**config.mk**
```make
export PLATFORM = sky130hd
export DESIGN_NAME = fb_pixel_unpack
export DESIGN_NICKNAME = d
export VERILOG_FILES = /design/src/rtl/fbpx_pkg.sv /design/src/rtl/fbpx_decode.sv /design/src/rtl/fbpx_extract.sv /design/src/rtl/fbpx_color.sv /design/src/rtl/fb_pixel_unpack.sv
export SDC_FILE = /design/constraint.sdc
export NUM_CORES = 1
export LEC_CHECK = 0
export CORE_MARGIN = 2
export CORE_UTILIZATION = 35
export DETAILED_ROUTE_END_ITERATION = 8
export HOLD_SLACK_MARGIN = 0.08
export MAX_ROUTING_LAYER = met4
export PLACE_DENSITY = 0.54
export SYNTH_ARGS = -nofsm -noshare
export SYNTH_HDL_FRONTEND = slang
export SYNTH_HIERARCHICAL = 1
export SYNTH_SLANG_ARGS = --single-unit
export TNS_END_PERCENT = 50
```
**constraint.sdc**
```tcl
create_clock -name clk -period 5.7 [get_ports clk]
set_clock_uncertainty 0.05 [all_clocks]
set_input_delay 1.14 -clock clk [delete_from_list [all_inputs] [get_ports clk]]
set_output_delay 1.14 -clock clk [all_outputs]
set_load 0.02 [all_outputs]
```
**src/rtl/fbpx_pkg.sv**
```systemverilog
package fbpx_pkg;

    typedef enum logic [2:0] {
        FMT_IDX     = 3'd0,
        FMT_5551    = 3'd1,
        FMT_565     = 3'd2,
        FMT_565_FIX = 3'd3,
        FMT_444     = 3'd4,
        FMT_888     = 3'd5
    } fmt_e;

    typedef struct packed {
        fmt_e       fmt;
        logic [2:0] lb;          // log2 of slot bits
        logic       swap_bytes;
        logic       mirror_pix;
        logic       bgr;
    } cfg_t;

endpackage

```
**src/rtl/fbpx_decode.sv**
```systemverilog
module fbpx_decode
    import fbpx_pkg::*;
#(
    parameter int WIDTH_W = 12
) (
    input  logic [2:0]         bpp_code,
    input  logic               ext_mode,
    input  logic [1:0]         mux_sel,
    input  logic               bgr_sel,
    input  logic               byte_be,
    input  logic               pix_be,
    input  logic [WIDTH_W-1:0] line_width,
    output cfg_t               cfg,
    output logic [WIDTH_W+1:0] line_bytes
);
    localparam int TMP_W = WIDTH_W + 5;

    logic [TMP_W-1:0] bits_total;

    function automatic fmt_e base16(input logic [1:0] m);
        case (m)
            2'd1:    return FMT_5551;
            2'd3:    return FMT_565_FIX;
            default: return FMT_565;
        endcase
    endfunction

    always_comb begin
        cfg            = '0;
        cfg.swap_bytes = byte_be;
        cfg.mirror_pix = pix_be & ~byte_be;
        cfg.bgr        = bgr_sel;
        case (bpp_code)
            3'd0, 3'd1, 3'd2, 3'd3: begin
                cfg.fmt = FMT_IDX;
                cfg.lb  = bpp_code;
            end
            3'd5: begin
                cfg.fmt = FMT_888;
                cfg.lb  = 3'd5;
            end
            3'd6: begin
                cfg.fmt = ext_mode ? FMT_565 : base16(mux_sel);
                cfg.lb  = 3'd4;
            end
            3'd7: begin
                cfg.fmt = ext_mode ? FMT_444 : base16(mux_sel);
                cfg.lb  = 3'd4;
            end
            default: begin
                cfg.fmt = ext_mode ? FMT_5551 : base16(mux_sel);
                cfg.lb  = 3'd4;
            end
        endcase
    end

    always_comb begin
        bits_total = TMP_W'(line_width) << cfg.lb;
        line_bytes = (WIDTH_W+2)'(bits_total >> 3);
    end

endmodule

```
**src/rtl/fbpx_extract.sv**
```systemverilog
module fbpx_extract
    import fbpx_pkg::*;
#(
    parameter int WORD_W = 32
) (
    input  logic [WORD_W-1:0]         word,
    input  logic [$clog2(WORD_W)-1:0] idx,
    input  cfg_t                      cfg,
    output logic [23:0]               raw
);
    localparam int IDX_W  = $clog2(WORD_W);
    localparam int NBYTES = WORD_W / 8;

    logic [WORD_W-1:0] rev;
    logic [WORD_W-1:0] src;
    logic [IDX_W-1:0]  off;
    logic [23:0]       mask;

    for (genvar b = 0; b < NBYTES; b++) begin : g_rev
        assign rev[8*b +: 8] = word[8*(NBYTES-1-b) +: 8];
    end

    always_comb begin
        src = cfg.swap_bytes ? rev : word;
        off = IDX_W'(idx << cfg.lb);
        if (cfg.mirror_pix && (cfg.lb < 3'd3)) begin
            off[2:0] = 3'(4'd8 - (4'd1 << cfg.lb)) - off[2:0];
        end
        mask = 24'(~({WORD_W{1'b1}} << (6'd1 << cfg.lb)));
        raw  = 24'(src >> off) & mask;
    end

endmodule

```
**src/rtl/fbpx_color.sv**
```systemverilog
module fbpx_color
    import fbpx_pkg::*;
(
    input  logic [23:0] raw,
    input  cfg_t        cfg,
    output logic        is_index,
    output logic [7:0]  index,
    output logic [7:0]  red,
    output logic [7:0]  green,
    output logic [7:0]  blue
);
    logic [7:0] lo, mid, hi;
    logic       swap_rb;

    always_comb begin
        lo  = '0;
        mid = '0;
        hi  = '0;
        case (cfg.fmt)
            FMT_5551: begin
                lo  = {raw[4:0], 3'b0};
                mid = {raw[9:5], 3'b0};
                hi  = {raw[14:10], 3'b0};
            end
            FMT_565, FMT_565_FIX: begin
                lo  = {raw[4:0], 3'b0};
                mid = {raw[10:5], 2'b0};
                hi  = {raw[15:11], 3'b0};
            end
            FMT_444: begin
                lo  = {raw[3:0], 4'b0};
                mid = {raw[7:4], 4'b0};
                hi  = {raw[11:8], 4'b0};
            end
            FMT_888: begin
                lo  = raw[7:0];
                mid = raw[15:8];
                hi  = raw[23:16];
            end
            default: ;
        endcase
        swap_rb  = (cfg.fmt == FMT_565_FIX) ? 1'b0 : ~cfg.bgr;
        is_index = (cfg.fmt == FMT_IDX);
        index    = is_index ? raw[7:0] : 8'h00;
        red      = swap_rb ? hi : lo;
        green    = mid;
        blue     = swap_rb ? lo : hi;
    end

endmodule

```
**src/rtl/fb_pixel_unpack.sv**
```systemverilog
module fb_pixel_unpack
    import fbpx_pkg::*;
#(
    parameter int WORD_W  = 32,
    parameter int WIDTH_W = 12
) (
    input  logic               clk,
    input  logic               rst_n,
    input  logic               ext_mode,
    input  logic [2:0]         bpp_code,
    input  logic               bgr_sel,
    input  logic               byte_be,
    input  logic               pix_be,
    input  logic [1:0]         mux_sel,
    input  logic [WIDTH_W-1:0] line_width,
    output logic [WIDTH_W+1:0] line_bytes,
    input  logic [WORD_W-1:0]  in_data,
    input  logic               in_valid,
    output logic               in_ready,
    output logic               pix_valid,
    output logic               pix_is_index,
    output logic [7:0]         pix_index,
    output logic [7:0]         pix_red,
    output logic [7:0]         pix_green,
    output logic [7:0]         pix_blue
);
    localparam int IDX_W = $clog2(WORD_W);

    typedef struct packed {
        logic              busy;
        logic [IDX_W-1:0]  idx;
        logic [WORD_W-1:0] word;
        cfg_t              cfg;
    } state_t;

    state_t           state_d, state_q;
    cfg_t             cfg_live;
    logic [IDX_W-1:0] last_idx;
    logic [23:0]      raw;

    fbpx_decode #(.WIDTH_W(WIDTH_W)) u_decode (
        .bpp_code   (bpp_code),
        .ext_mode   (ext_mode),
        .mux_sel    (mux_sel),
        .bgr_sel    (bgr_sel),
        .byte_be    (byte_be),
        .pix_be     (pix_be),
        .line_width (line_width),
        .cfg        (cfg_live),
        .line_bytes (line_bytes)
    );

    fbpx_extract #(.WORD_W(WORD_W)) u_extract (
        .word (state_q.word),
        .idx  (state_q.idx),
        .cfg  (state_q.cfg),
        .raw  (raw)
    );

    fbpx_color u_color (
        .raw      (raw),
        .cfg      (state_q.cfg),
        .is_index (pix_is_index),
        .index    (pix_index),
        .red      (pix_red),
        .green    (pix_green),
        .blue     (pix_blue)
    );

    assign last_idx  = IDX_W'((WORD_W >> state_q.cfg.lb) - 1);
    assign in_ready  = ~state_q.busy;
    assign pix_valid = state_q.busy;

    always_comb begin
        state_d = state_q;
        if (!state_q.busy) begin
            if (in_valid) begin
                state_d.busy = 1'b1;
                state_d.idx  = '0;
                state_d.word = in_data;
                state_d.cfg  = cfg_live;
            end
        end else if (state_q.idx == last_idx) begin
            state_d.busy = 1'b0;
        end else begin
            state_d.idx = state_q.idx + 1'b1;
        end
    end

    always_ff @(posedge clk or negedge rst_n) begin
        if (!rst_n) begin
            state_q <= '0;
        end else begin
            state_q <= state_d;
        end
    end

    p_accept_emit_r3: assert property (@(posedge clk) disable iff (!rst_n)
        (in_valid && in_ready) |=> pix_valid);

    p_hold_ready_r3: assert property (@(posedge clk) disable iff (!rst_n)
        (pix_valid && state_q.idx != last_idx) |=> (pix_valid && !in_ready));

    p_word_stable_r3: assert property (@(posedge clk) disable iff (!rst_n)
        (pix_valid && state_q.idx != last_idx) |=> $stable(state_q.word));

    p_idx_bound_r2: assert property (@(posedge clk) disable iff (!rst_n)
        pix_valid |-> (state_q.idx <= last_idx));

    p_index_blank_r2: assert property (@(posedge clk) disable iff (!rst_n)
        (pix_valid && pix_is_index) |-> ({pix_red, pix_green, pix_blue} == 24'h0));

    p_lb32_r12: assert property (@(posedge clk) disable iff (!rst_n)
        (bpp_code == 3'd5) |-> (line_bytes == {line_width, 2'b00}));

endmodule

```
==> metrics.md <==
| Metric | Value |
|---|---|
| Final min period | 5.81 ns |
| Setup TNS | -0.439 ns |
| TritonCTS Buffers | 5 |
| Critical path required time | 4.51 ns |
| R2r setup slk | 3.23 ns |
| Gr ovfl total | 0 |
| Final setup viols | 7 |
| Final Slew Violations | 0 |
| Initial Util | 35.5% |
| GR Util All Layers | 21.6% |
| # fillers | 1680 |
| DRT iter0 DRCs | 575 |
| Reg-to-Reg Start | state_q[5]$_DFFE_PN0P_ |
| Die area | 0.0184 sq mm |
| CP startpoint | state_q[3]$_DFFE_PN0P_ |
| Synth warn | 6 |
| Yosys top cell area share | 19.3% |
| Vias in the first global route | 5920 |
| Num rows | 48 |
| Critical Path Most Common Cell | ha_1 |
| Syn Nets | 816 |
| CP endpoint kind | output port |
| Startpoint Class | flip-flop |
| DIE HEIGHT | 136 um |
| Vias per inst | 5.64 |
| Drt wl/cell | 18.0 um |
| Syn Area/Cell | 8.10 sq um |
| Via Count | 6098 |
| Max incr delay on CP | 0.59 ns |
| Finished Cell Area | 0.00783 sq mm |
| Sequential area share after synthesis | 19.3% |
| Start point of the worst hold path | state_q[29]$_DFFE_PN0P_ |
| Post-synth EDFFs | 0 |
| Crit path cell chain | or4b_4, ha_1, ha_1, nor2b_1, nand2_1, a21boi_2, buf_12, mux2i_2, nor3_1, a21oi_2, a221oi_4, mux2i_1, a211oi_1, a31o_2, clkdlybuf4s50_1 |
| Initial antenna violation count | 0 |
| Post-Place Cells | 1065 |
| Final setup margin | -0.110 ns |
| Async SR Flop Fraction | 100% |
| CP max stage cell | or4b_4 |
| DRT Wirelength | 19500 um |
| Syn Inst Count | 751 |
| Slew Limit Headroom | 34.9% |
| Placed inst area | 0.00744 sq mm |
| Core box area | 0.0171 sq mm |
| Share of cells above drive strength 1 | 18.7% |
| Drt drc | 0 |
| Clock latency on the worst-skew pair | 0.29 ns |
| First-pass GRT wire length | 31500 um |
| Max-cap violations | 0 |
| Top post-synthesis cells by count | nand2_1 (196), mux2i_1 (84), dfrtp_1 (47) |
| CP max FO | 26 |
| Status | complete, but fails checks |
| Ant diodes | 0 |
| CTS Root Cell | clkbuf_16 |
| Clock transition at the registers of the reported paths | 0.07 ns |
| Ys flop type | dfrtp_1 |
| Failing checks | setup timing |
| Dominant cell by count in the synthesized netlist | nand2_1 |
| RSZ-0062 raised after global routing | true |
| # IOs | 105 |
| H-tree Lvls | 2 |
| HP Class | reg -> reg |
| Synth top area cells | dfrtp_1 (19%), mux2i_1 (14%), nand2_1 (12%) |
| #FFs+latches synth | 47 |
| GPL Wtd Cong | 0.906 |
| Area Growth Syn to Fin | 28.7% |
| # hold bufs at CTS | 0 |
| CP arrival | 4.62 ns |
| CTS Buffer Depth | 2 |
| DR pass1 iterations | 6 |
| Clock Sinks | 47 |
| Worst slew pin tran | 0.977 ns |
| CTS tree | yes |
| Nets | 921 |
| Die extent in x | 136 um |
| Count of cell types in the netlist | 84 |
| Fmax | 172 MHz |
| Cell taking the most area after synthesis | dfrtp_1 |
| Cell area after synthesis | 0.00608 sq mm |
| Post-DP HPWL | 14900 um |
| Final cycle utilization of the critical path | 102% |
| Post-Layout Cell Count | 1082 |
| Setup CP Type | reg -> out |
| Largest net degree at the start of global routing | 48 |
| PortBufs | 104 |
| Final Hold Viols | 0 |
| Antenna Nets Post-Route | 0 |
==> critical path, delay by kind of cell (launching register included) <==
| kind | cells | cell delay, ns |
|---|---|---|
| compound gates | 5 | 1.17 |
| fa+ha+maj | 2 | 0.49 |
| buf+inv | 2 | 0.77 |
| flops | 1 | 0.42 |
| mux | 2 | 0.35 |
| simple gates | 4 | 1.13 |
==> layer usage <==
metal	GRT usage, %	share of wire [%]	vias up
li1	-	-	2942
met1	30.2	48	2928
met2	34.1	46	189
met3	1.45	3.5	39
met4	5.67	2.3	0
met5	-	0	-
==> path summary, 6_finish.rpt <==
| kind | end | cells past startpoint |
|---|---|---|
| min | state_q[29]$_DFFE_PN0P_ | 2 |
| min in group asynchronous | state_q[28]$_DFFE_PN0P_ | 2 |
| min reg2reg | state_q[29]$_DFFE_PN0P_ | 2 |
| max in group asynchronous | state_q[2]$_DFFE_PN0P_ | 2 |
| max reg2reg | state_q[41]$_DFFE_PN0P_ | 8 |
| max | pix_green[5] | 15 |
==> sequential cells by signal, summed over array words and instances (netlist names) <==
name,cells
state_q,46
pix_valid,1
==> through the flow <==
step	util, %	hold WS (ns)	setup slack (ns)
6_report	45.7	0.457	-0.110
5_1_grt	45.7	0.491	-0.339
4_1_cts	44.9	0.463	-0.105
3_5_place_dp	43.5	0.446	0.151
3_3_place_gp	43.5	0.437	0.225
2_1_floorplan	-	0.390	0.471
==> cells in the final DEF, fill, tap and decap left out, types with 5 or more instances in the layout <==
cell,netlist,layout
mux4_2,21,21
and3_1,8,8
clkdlybuf4s50_1,0,87
o21ai_0,19,19
mux2_2,10,11
a211oi_1,7,7
nor2b_1,12,11
a22oi_1,8,7
a21oi_1,35,33
mux2i_1,84,71
and2_1,13,13
and3b_1,5,5
mux2i_2,6,19
a21o_1,5,5
dfrtp_1,47,46
nor2_1,18,18
a222oi_1,7,7
a31oi_1,6,5
nand4_1,6,6
o211ai_1,13,13
buf_4,5,54
nand2b_1,5,5
inv_1,14,14
nand2_1,196,196
nor3_1,8,8
a211oi_2,8,8
ha_1,9,9
clkbuf_16,0,5
nand3b_1,5,5
nand3_1,26,26
dlymetal6s2s_1,0,14
==> final cells by class <==
type,instances,area (sq um),area share [%]
Tap cell,225,282,3.60
Clock inverter,3,46.3,0.591
Clock buffer,5,125,1.60
Timing Repair Buffer,161,1530,19.5
Multi-Input combinational cell,626,4620,59.0
Sequential cell,47,1180,15.0
Inverter,15,56.3,0.719
==> logic make-up after synthesis <==
logic type,Yosys count,share of synthesized area (%)
XOR/XNOR,7,1.01
AND/OR/NAND/NOR,329,26.2
AO/OA/AOI/OAI,155,18.9
flip-flops,47,19.3
adder cells (fa/ha/maj),9,1.85
multiplexers,125,25.7
buffers and inverters,79,6.97
==> repair_timing <==
item | CTS | global route
pin swaps | 1 | 1
cloned | 0 | 1
buffers inserted | 2 | 6
setup endpoints to repair | 17 | 25
resized for setup | 15 | 26
Power is not shown: default switching activity piles up to over one toggle a cycle in this logic, so the estimate is an artifact.
